## src/rtl/nco_pkg.sv

```systemverilog
package nco_pkg;

   // Level of the rate-select pin and the stepping mode it picks
   typedef enum logic {
      RATE_X4 = 1'b0,
      RATE_X1 = 1'b1
   } rate_e;

   // Clamp helper used for parameters that must be at least a floor value
   function automatic int unsigned at_least(input int unsigned v, input int unsigned floor_v);
      return (v < floor_v) ? floor_v : v;
   endfunction

endpackage

```

## src/rtl/nco_rate_tracker.sv

```systemverilog
module nco_rate_tracker
   import nco_pkg::*;
#(
   parameter int unsigned UPD_DELAY   = 3_400_000,
   parameter int unsigned SYNC_STAGES = 2
) (
   input  logic clk,
   input  logic rst_n,
   input  logic rate_sel,
   output logic x4_sel,
   output logic fire
);

   localparam int unsigned SYNC_N    = at_least(SYNC_STAGES, 2);
   localparam int unsigned EFF_DELAY = at_least(UPD_DELAY, 1);
   localparam int unsigned CNT_W     = $clog2(EFF_DELAY + 1);

   logic [SYNC_N-1:0] sync_q;
   logic              last_q;
   logic [CNT_W-1:0]  cnt_q;
   logic              lvl;
   logic              change_seen;

   // Synchroniser chain, idling at the default high level
   always_ff @(posedge clk) begin
      if (!rst_n) begin
         sync_q <= {SYNC_N{RATE_X1}};
         last_q <= RATE_X1;
      end else begin
         sync_q <= {sync_q[SYNC_N-2:0], rate_sel};
         last_q <= sync_q[SYNC_N-1];
      end
   end

   assign lvl         = sync_q[SYNC_N-1];
   assign change_seen = lvl ^ last_q;
   assign x4_sel      = (lvl == RATE_X4);

   // Delay counter: armed by any change, restarts on another one
   always_ff @(posedge clk) begin
      if (!rst_n) begin
         cnt_q <= '0;
      end else if (change_seen) begin
         cnt_q <= CNT_W'(EFF_DELAY);
      end else if (cnt_q != '0) begin
         cnt_q <= cnt_q - CNT_W'(1);
      end
   end

   assign fire = (cnt_q == CNT_W'(1)) && !change_seen;

   AST_CNT_BOUND: assert property (@(posedge clk) disable iff (!rst_n)
      cnt_q <= CNT_W'(EFF_DELAY));

   AST_FIRE_PULSE: assert property (@(posedge clk) disable iff (!rst_n)
      fire |=> !fire);

endmodule

```

## src/rtl/nco_stage.sv

```systemverilog
module nco_stage #(
   parameter int unsigned            ACC_W     = 32,
   parameter int unsigned            PH_IN_W   = 8,
   parameter int unsigned            OFS_W     = 5,
   parameter logic [ACC_W-1:0]       DEF_FREQ  = '0,
   parameter logic [PH_IN_W-1:0]     DEF_PHASE = '0
) (
   input  logic               clk,
   input  logic               rst_n,
   input  logic               freq_wr,
   input  logic [ACC_W-1:0]   freq_in,
   input  logic               phase_wr,
   input  logic [PH_IN_W-1:0] phase_in,
   input  logic               apply,
   output logic [ACC_W-1:0]   sh_freq,
   output logic [ACC_W-1:0]   act_freq,
   output logic [OFS_W-1:0]   act_ofs
);

   localparam int unsigned LOW_W = PH_IN_W - OFS_W;
   localparam logic [OFS_W-1:0] DEF_OFS = DEF_PHASE[PH_IN_W-1 -: OFS_W];

   logic [OFS_W-1:0] sh_ofs;
   logic [OFS_W-1:0] ofs_field;

   assign ofs_field = phase_in[PH_IN_W-1 -: OFS_W];

   generate
      if (LOW_W > 0) begin : g_low_drop
         logic unused_low_bits;
         assign unused_low_bits = ^phase_in[LOW_W-1:0];
      end
   endgenerate

   // Shadow registers: written by software-side strobes only
   always_ff @(posedge clk) begin
      if (!rst_n) begin
         sh_freq <= DEF_FREQ;
         sh_ofs  <= DEF_OFS;
      end else begin
         if (freq_wr)  sh_freq <= freq_in;
         if (phase_wr) sh_ofs  <= ofs_field;
      end
   end

   // Active registers: copy the shadow contents on an apply edge
   always_ff @(posedge clk) begin
      if (!rst_n) begin
         act_freq <= DEF_FREQ;
         act_ofs  <= DEF_OFS;
      end else if (apply) begin
         act_freq <= sh_freq;
         act_ofs  <= sh_ofs;
      end
   end

   AST_ACTIVE_HOLD: assert property (@(posedge clk) disable iff (!rst_n)
      !apply |=> ($stable(act_freq) && $stable(act_ofs)));

   AST_SHADOW_HOLD: assert property (@(posedge clk) disable iff (!rst_n)
      !freq_wr |=> $stable(sh_freq));

endmodule

```

## src/rtl/nco_accum.sv

```systemverilog
module nco_accum #(
   parameter int unsigned ACC_W      = 32,
   parameter int unsigned OUT_W      = 14,
   parameter int unsigned OFS_W      = 5,
   parameter int unsigned MULT_SHIFT = 2,
   parameter bit          OUT_REG    = 1'b0
) (
   input  logic             clk,
   input  logic             rst_n,
   input  logic [ACC_W-1:0] act_freq,
   input  logic [OFS_W-1:0] act_ofs,
   input  logic             x4_sel,
   output logic [OUT_W-1:0] phase_out,
   output logic             sq_out
);

   localparam int unsigned OFS_POS = OUT_W - OFS_W;

   logic [ACC_W-1:0] acc_q;
   logic [ACC_W-1:0] step;
   logic [OUT_W-1:0] phase_sum;

   // Effective step: the shifted variant exists only for a nonzero shift
   generate
      if (MULT_SHIFT == 0) begin : g_no_mult
         logic unused_sel;
         assign unused_sel = x4_sel;
         assign step       = act_freq;
      end else begin : g_mult
         assign step = x4_sel ? ACC_W'(act_freq << MULT_SHIFT) : act_freq;
      end
   endgenerate

   always_ff @(posedge clk) begin
      if (!rst_n) acc_q <= '0;
      else        acc_q <= acc_q + step;
   end

   assign phase_sum = acc_q[ACC_W-1 -: OUT_W] + (OUT_W'(act_ofs) << OFS_POS);

   generate
      if (OUT_REG) begin : g_out_reg
         logic [OUT_W-1:0] ph_q;
         always_ff @(posedge clk) begin
            if (!rst_n) ph_q <= '0;
            else        ph_q <= phase_sum;
         end
         assign phase_out = ph_q;
      end else begin : g_out_comb
         assign phase_out = phase_sum;
      end
   endgenerate

   assign sq_out = phase_out[OUT_W-1];

   AST_ZERO_STEP: assert property (@(posedge clk) disable iff (!rst_n)
      (step == '0) |=> $stable(acc_q));

endmodule

```

## src/rtl/nco_staged_core.sv

```systemverilog
module nco_staged_core
   import nco_pkg::*;
#(
   parameter int unsigned        ACC_W       = 32,
   parameter int unsigned        PH_IN_W     = 8,
   parameter int unsigned        OFS_W       = 5,
   parameter int unsigned        OUT_W       = 14,
   parameter int unsigned        MULT_SHIFT  = 2,
   parameter int unsigned        UPD_DELAY   = 3_400_000,
   parameter int unsigned        SYNC_STAGES = 2,
   parameter bit                 OUT_REG     = 1'b0,
   parameter logic [ACC_W-1:0]   DEF_FREQ    = '0,
   parameter logic [PH_IN_W-1:0] DEF_PHASE   = '0
) (
   input  logic               clk,
   input  logic               rst_n,
   input  logic               freq_wr,
   input  logic [ACC_W-1:0]   freq_in,
   input  logic               phase_wr,
   input  logic [PH_IN_W-1:0] phase_in,
   input  logic               upd,
   input  logic               rate_sel,
   output logic [OUT_W-1:0]   phase_out,
   output logic               sq_out
);

   logic             x4_sel;
   logic             fire;
   logic             apply;
   logic [ACC_W-1:0] sh_freq;
   logic [ACC_W-1:0] act_freq;
   logic [OFS_W-1:0] act_ofs;

   nco_rate_tracker #(
      .UPD_DELAY   (UPD_DELAY),
      .SYNC_STAGES (SYNC_STAGES)
   ) i_rate (
      .clk      (clk),
      .rst_n    (rst_n),
      .rate_sel (rate_sel),
      .x4_sel   (x4_sel),
      .fire     (fire)
   );

   assign apply = upd | fire;

   nco_stage #(
      .ACC_W     (ACC_W),
      .PH_IN_W   (PH_IN_W),
      .OFS_W     (OFS_W),
      .DEF_FREQ  (DEF_FREQ),
      .DEF_PHASE (DEF_PHASE)
   ) i_stage (
      .clk      (clk),
      .rst_n    (rst_n),
      .freq_wr  (freq_wr),
      .freq_in  (freq_in),
      .phase_wr (phase_wr),
      .phase_in (phase_in),
      .apply    (apply),
      .sh_freq  (sh_freq),
      .act_freq (act_freq),
      .act_ofs  (act_ofs)
   );

   nco_accum #(
      .ACC_W      (ACC_W),
      .OUT_W      (OUT_W),
      .OFS_W      (OFS_W),
      .MULT_SHIFT (MULT_SHIFT),
      .OUT_REG    (OUT_REG)
   ) i_accum (
      .clk       (clk),
      .rst_n     (rst_n),
      .act_freq  (act_freq),
      .act_ofs   (act_ofs),
      .x4_sel    (x4_sel),
      .phase_out (phase_out),
      .sq_out    (sq_out)
   );

   AST_UPD_TAKES_SHADOW: assert property (@(posedge clk) disable iff (!rst_n)
      upd |=> (act_freq == $past(sh_freq)));

endmodule

```

## config.mk

```make
export PLATFORM = sky130hd
export DESIGN_NAME = nco_staged_core
export DESIGN_NICKNAME = d
export VERILOG_FILES = /design/src/rtl/nco_pkg.sv /design/src/rtl/nco_rate_tracker.sv /design/src/rtl/nco_stage.sv /design/src/rtl/nco_accum.sv /design/src/rtl/nco_staged_core.sv
export SDC_FILE = /design/constraint.sdc
export NUM_CORES = 1
export LEC_CHECK = 0
export ABC_AREA = 1
export CORE_MARGIN = 2
export CORE_UTILIZATION = 60
export CTS_BUF_LIST = sky130_fd_sc_hd__clkbuf_8 sky130_fd_sc_hd__clkbuf_16
export DETAILED_ROUTE_END_ITERATION = 7
export PLACE_DENSITY_LB_ADDON = 0.25
export RECOVER_POWER = 25
export SLEW_MARGIN = 20
export SYNTH_ARGS = -nofsm -noshare
export SYNTH_HDL_FRONTEND = slang
export SYNTH_SLANG_ARGS = --single-unit
```

## constraint.sdc

```tcl
create_clock -name clk -period 6 [get_ports clk]
set_input_delay 0.6 -clock clk [delete_from_list [all_inputs] [get_ports clk]]
set_output_delay 0.6 -clock clk [all_outputs]
set_load 0.02 [all_outputs]
```

==> summary.md, run 1 <==
### Outcome
• status: complete, but fails checks
• failing checks: max-capacitance violations, max-slew violations

### Setup path
• slack of the worst reg-to-reg path: 2.92 ns
• Setup crit end kind: register
• critical path cell sequence: buf_2, clkbuf_1, inv_2, buf_4, a21oi_1
• launching element type of the critical path: primary input
• required time reported for the critical path endpoint: 6.35 ns
• logic depth of the worst register-to-register path: 13
• number of buffer and inverter instances along the worst setup path: 4
• count of cell instances traversed by the critical path: 5
• kind of critical path: in -> reg
• Critical Path AT: 4.13 ns
• largest incremental delay on the critical path: 1.96 ns
• largest fanout on the critical path: 69
• Slowest-stage cell, CP: clkbuf_1
• kind of cell adding the most delay to the critical path: buffers and inverters

### Global route
• via count of the first global-routing pass: 6,944
• pin count of the biggest net entering global routing: 70
• global-route wire length before repair: 32,550 um
• total congestion overflow: 0
• initial antenna violation count: 0
• global router's overall resource usage: 28.14%

### Routing
• average detailed-routed wire length per instance: 13.45 um
• total detailed-routing wirelength: 19,260 um
• total iterations of the first detailed-routing run: 5
• post-route DRC violation count: 0
• routed via count divided by cell count: 5.217
• total number of vias: 7,471
• count of antenna-violating nets left after detailed routing: 0
• number of DRC markers after the initial detailed-route iteration: 553

### Clock tree
• CTS clock-pin slew for the worst setup and hold paths: 0.06 ns
• cells resized by post-CTS repair: 0
• count of buffers added by post-CTS timing repair for setup: 0
• Clock Tree Root: clkbuf_16
• TritonCTS clock tree: done
• clock buffer count from CTS: 17
• worst-skew pair later-pin latency: 0.43 ns
• clock tree sinks: 131
• CTS H-tree lvls: 4
• maximum count of clock buffers along a single path: 2
• CTS Hold Buffers Added: 0

### Floorplanning
• Die ar.: 14,410 um2
• placement row count: 42
• Starting Density: 61.27%
• Die Height: 120.1 um
• total core area: 13,190 um2
• Boundary Pins: 61
• DIE WIDTH: 120.1 um

### Place
• total placed instance area: 8598 um2
• total of buffers placed on input and output ports: 57
• routability congestion estimate: 0.9079
• estimated wirelength of the detail-placed design: 13,850 um

### Logic synthesis
• top_reg_cell synth: dfxtp_1
• number of nets produced by synthesis: 1,298
• Synth cell types: 38
• Mapped Area: 8082 um2
• EDFF count, synth: 0
• Warnings, synthesis: 0
• number of instances in the synthesized netlist: 1,212
• post-synthesis sequential element count: 131
• mean post-synth cell area: 6.668 um2
• Async S/R FF share, synth: 0%
• sequential-to-total area share from yosys stat: 32.45%

### Layout
• share of cells above drive strength 1: 11.86%
• area delta synth->final: 14.10%
• area of all placed cells without fillers: 9221 um2
• Core Util, Final: 69.91%
• layout net count: 1,329
• number of inserted diodes: 0

### Timing
• final setup skew: 0.009240 ns
• Total Neg Setup Slack: 0 ns
• clock period minus final worst setup slack: 3.786 ns
• RSZ-0062 raised after global routing: no
• Tcrit/Tclk final: 63.10%
• highest achievable clock rate: 264.1 MHz
• final count of pins violating max slew: 70
• tightest hold margin: 0.4260 ns
• relative max-transition margin: -85.83%
• Setup violations, final: 0
• Worst Max-Slew Pin Slew: 2.788 ns
• number of hold violations in the final report: 0

### Power and ir drop
• maximum ir drop on the vdd rail: 0.3137 mV
• leakage dissipation: 0.004341 uW
• pwr dens: 339.2 nW/um2

### Hold path
• number of cells on the worst hold path: 1
• Tightest Hold Check Type: reg -> reg

### Flow run
• max_cap viols: 1

state kept, by name, indices dropped and copies added (netlist names):
name,cells
i_stage.sh_freq,32
i_accum.acc_q,32
i_rate.sync_q,2
i_stage.act_freq,32
i_rate.cnt_q,22
i_rate.last_q,1
i_stage.act_ofs,5
i_stage.sh_ofs,5
path summary, 6_finish.rpt:
check | end | startpoint
worst max-delay path | i_stage.act_freq[4] | rst_n
worst min-delay path | i_rate.sync_q[1] | i_rate.sync_q[0]
worst max register to register | i_accum.acc_q[30] | i_rate.sync_q[1]
worst min register to register | i_rate.sync_q[1] | i_rate.sync_q[0]
logic make-up after synthesis:
logic type	share of synthesized area (%)
xor+xnor	1.827
mux	0.1239
buf+inv	10.91
fa+ha+maj	6.379
simple gates	35.73
flops	32.45
compound gates	12.57
report_power, final:
part	total [uW]	switching (uW)	internal [uW]
Combinational	948	601	347
Sequential	1080	98.4	984
Clock	1100	413	684
Total	3130	1110	2020
per-stage QoR:
stage | instances | total power (uW) | setup WS, ns
2_1_floorplan | 1212 | 1815 | 3.638
3_3_place_gp | 1400 | 1995 | 3.074
3_5_place_dp | 1400 | 2017 | 3.085
4_1_cts | 1432 | 3123 | 2.909
5_1_grt | 1432 | 3317 | 1.677
6_report | 1432 | 3128 | 2.214
area by class of cell:
class,instances,area (um2)
inverter,155,581.8
fill,1129,3969
tap,176,220.2
multi-input combinational,877,4577
clock inverter,13,173.9
timing repair buffer,61,591.8
clock buffer,19,452.9
sequential,131,2624
worst register-to-register path: stages, from the launching register on:
cell and delay [ns]:
dfxtp_2 0.68, buf_4 0.37, nor2_1 0.07, a21oi_1 0.33
ha_1 0.28, nand2_1 0.11, nor2_1 0.11, inv_1 0.09
nor3_1 0.28, and2_1 0.18, nand2_1 0.10, nand3_1 0.09
nand2_1 0.05, nor2_1 0.25
cells in the final DEF, fill, tap and decap left out, types with 4 or more instances in the layout:
| master | netlist | layout |
|---|---|---|
| nand3_2 | 32 | 32 |
| dfxtp_1 | 131 | 130 |
| inv_2 | 3 | 5 |
| xor2_1 | 5 | 5 |
| a21oi_1 | 75 | 75 |
| nand4_1 | 6 | 6 |
| nand3_1 | 53 | 53 |
| and2_1 | 4 | 4 |
| clkdlybuf4s50_1 | 0 | 56 |
| nor2_2 | 4 | 4 |
| nor3_1 | 11 | 11 |
| o21ai_0 | 65 | 65 |
| or2_2 | 6 | 6 |
| inv_1 | 151 | 150 |
| clkbuf_16 | 0 | 17 |
| nand2_2 | 30 | 30 |
| nand2_1 | 295 | 295 |
| nor2_1 | 193 | 193 |
| xnor2_1 | 10 | 10 |
| nand3b_1 | 5 | 5 |
| a21oi_2 | 30 | 30 |
| ha_1 | 38 | 38 |
synthesized netlist by cell type, types with 2 or more instances:
master	number	area share, %
o21bai_1	3	0.28
or2_2	6	0.46
a21oi_1	75	4.6
and2_1	4	0.31
fa_1	2	0.50
xor2_1	5	0.54
xnor2_1	10	1.1
dfxtp_1	131	32
nand3_2	32	4.0
inv_1	151	7.0
clkbuf_1	24	1.1
buf_6	5	0.70
inv_2	3	0.14
a211oi_1	2	0.19
nand2_2	30	2.3
buf_2	6	0.37
buf_4	10	0.93
nand4_1	6	0.46
ha_1	38	5.9
nor2_1	193	9.0
nor2_2	4	0.31
o21ai_0	65	4.0
nand3b_1	5	0.46
nand2_1	295	14
buf_8	3	0.56
a21oi_2	30	3.3
nand3_1	53	3.3
nor3_1	11	0.68
routing by layer:
metal,wire length [um],vias up,GRT usage (%)
met1,9415,3324,40.03
li1,-,3883,-
met3,1052,31,4.515
met5,0,-,0
met4,358,0,9.559
met2,8437,233,43.32
Note: power is estimated with default switching activity, not from simulation.
==> run 2, diff against run 1 <==
==> constraint.sdc (replaced) <==
create_clock -name clk -period 3.8 [get_ports clk]
set_input_delay 0.38 -clock clk [delete_from_list [all_inputs] [get_ports clk]]
set_output_delay 0.38 -clock clk [all_outputs]
set_load 0.02 [all_outputs]
==> summary.md, run 2 (same netlist as run 1, synthesis figures left out) <==
### Outcome
• status: complete, but fails checks
• failing checks: max-capacitance violations, max-slew violations

### Routing
• routed via count divided by cell count: 5.190
• total number of vias: 7,447
• total iterations of the first detailed-routing run: 5
• number of DRC markers after the initial detailed-route iteration: 562
• total detailed-routing wirelength: 19,000 um
• average detailed-routed wire length per instance: 13.24 um
• post-route DRC violation count: 0
• count of antenna-violating nets left after detailed routing: 0

### Global route
• via count of the first global-routing pass: 6,829
• total congestion overflow: 0
• global router's overall resource usage: 27.91%
• initial antenna violation count: 0
• global-route wire length before repair: 32,200 um
• pin count of the biggest net entering global routing: 39

### Timing
• highest achievable clock rate: 350.5 MHz
• relative max-transition margin: -0.05874%
• number of hold violations in the final report: 0
• Worst Max-Slew Pin Slew: 1.501 ns
• Setup violations, final: 0
• Total Neg Setup Slack: 0 ns
• clock period minus final worst setup slack: 2.853 ns
• Tcrit/Tclk final: 75.09%
• RSZ-0062 raised after global routing: no
• final count of pins violating max slew: 32
• final setup skew: 0.01288 ns

### Clock tree
• worst-skew pair later-pin latency: 0.43 ns
• CTS Hold Buffers Added: 0
• maximum count of clock buffers along a single path: 2
• CTS clock-pin slew for the worst setup and hold paths: 0.07 ns
• CTS H-tree lvls: 4
• Clock Tree Root: clkbuf_16
• clock buffer count from CTS: 17
• count of buffers added by post-CTS timing repair for setup: 0
• clock tree sinks: 131
• TritonCTS clock tree: done
• cells resized by post-CTS repair: 0

### Layout
• fill cell instance count of the final layout: 1,137
• number of inserted diodes: 0
• share of cells above drive strength 1: 11.83%
• flip-flop and latch area: 2624 um2
• multi-input combinational cell area: 4577 um2
• most common library cell in the layout ignoring fill and taps: nand2_1
• biggest regs: i_accum.acc_q (32), i_stage.act_freq (32), i_stage.sh_freq (32)
• area delta synth->final: 14.17%
• most frequent cells in the layout: nand2_1, nor2_1, inv_1
• layout net count: 1,332

### Setup path
• slack of the worst reg-to-reg path: 1.05 ns
• Setup crit end kind: output pin
• startpoint of the worst-slack reg-to-reg timing path: i_rate.sync_q[1]
• largest fanout on the critical path: 2
• logic depth of the worst register-to-register path: 13
• required time reported for the critical path endpoint: 3.42 ns
• critical path startpoint: i_stage.act_ofs[0]
• capturing instance or port of the critical path: phase_out[13]
• launching element type of the critical path: register
• Reg-to-Reg End: i_accum.acc_q[20]
• kind of critical path: reg -> out
• Critical Path AT: 2.47 ns

### Place
• estimated wirelength of the detail-placed design: 13,800 um
• total of buffers placed on input and output ports: 57
• routability congestion estimate: 0.9445

### Floorplanning
• Boundary Pins: 61
• Die ar.: 14,410 um2
• Die Height: 120.1 um
• total core area: 13,190 um2
• Starting Density: 61.27%
• placement row count: 42
• DIE WIDTH: 120.1 um

### Power and ir drop
• leakage dissipation: 0.004343 uW
• maximum ir drop on the vdd rail: 0.3819 mV
• pwr dens: 533.5 nW/um2
• Power, Total: 4923 uW

### Flow run
• max_cap viols: 1

### Hold path
• Tightest Hold Check Type: reg -> reg

==> run 2: power by group <==
part | switching (uW) | total (uW) | internal (uW)
sequential | 152 | 1700 | 1550
clock | 722 | 1720 | 1000
combinational | 947 | 1490 | 547
total | 1820 | 4920 | 3100
==> run 2: worst min-delay path by stage <==
stage,from,to,cells past startpoint
after global placement,i_rate.sync_q[0],i_rate.sync_q[1],1
final,i_rate.sync_q[0],i_rate.sync_q[1],1
after global routing,i_rate.sync_q[0],i_rate.sync_q[1],1
after detailed placement,i_rate.sync_q[0],i_rate.sync_q[1],1
after CTS,i_rate.sync_q[0],i_rate.sync_q[1],1
after floorplan,i_rate.sync_q[0],i_rate.sync_q[1],1
==> run 2: layout make-up <==
cell class                 instances  share of cell area (%)
inverter                         155                   6.306
clock buffer                      17                   4.611
clock inverter                    15                   2.048
timing repair buffer              64                   6.604
multi-input combinational        877                   49.61
sequential                       131                   28.44
tap                              176                   2.387
==> run 2: worst max-delay path, stage by stage (launching register included) <==
cell and delay (ns):
dfxtp_1 0.36, ha_1 0.18, inv_1 0.05, fa_1 0.40
o21ai_0 0.22, xor2_1 0.20, clkdlybuf4s50_1 0.63
==> run 2: routing by layer <==
metal  global-route usage, %  share of wire (%)  up-vias
li1                        -                  -     3878
met1                   39.79                 49     3336
met2                   41.83                 43      201
met3                   5.798                5.8       32
met4                   9.412                2.0        0
met5                       0                  0        -
==> run 2: per-stage QoR <==
stage	setup WS, ns	utilization, %	instances	hold WS, ns	instance area (um2)
CTS	0.9209	70.02	1435	0.4181	9235
detailed placement	1.153	65.36	1403	0.4017	8621
global placement	1.164	65.36	1403	0.3993	8621
global route	0.7767	69.95	1435	0.4629	9226
floorplan	1.648	-	1212	0.3925	8082
finish	0.9467	69.95	1435	0.4156	9226
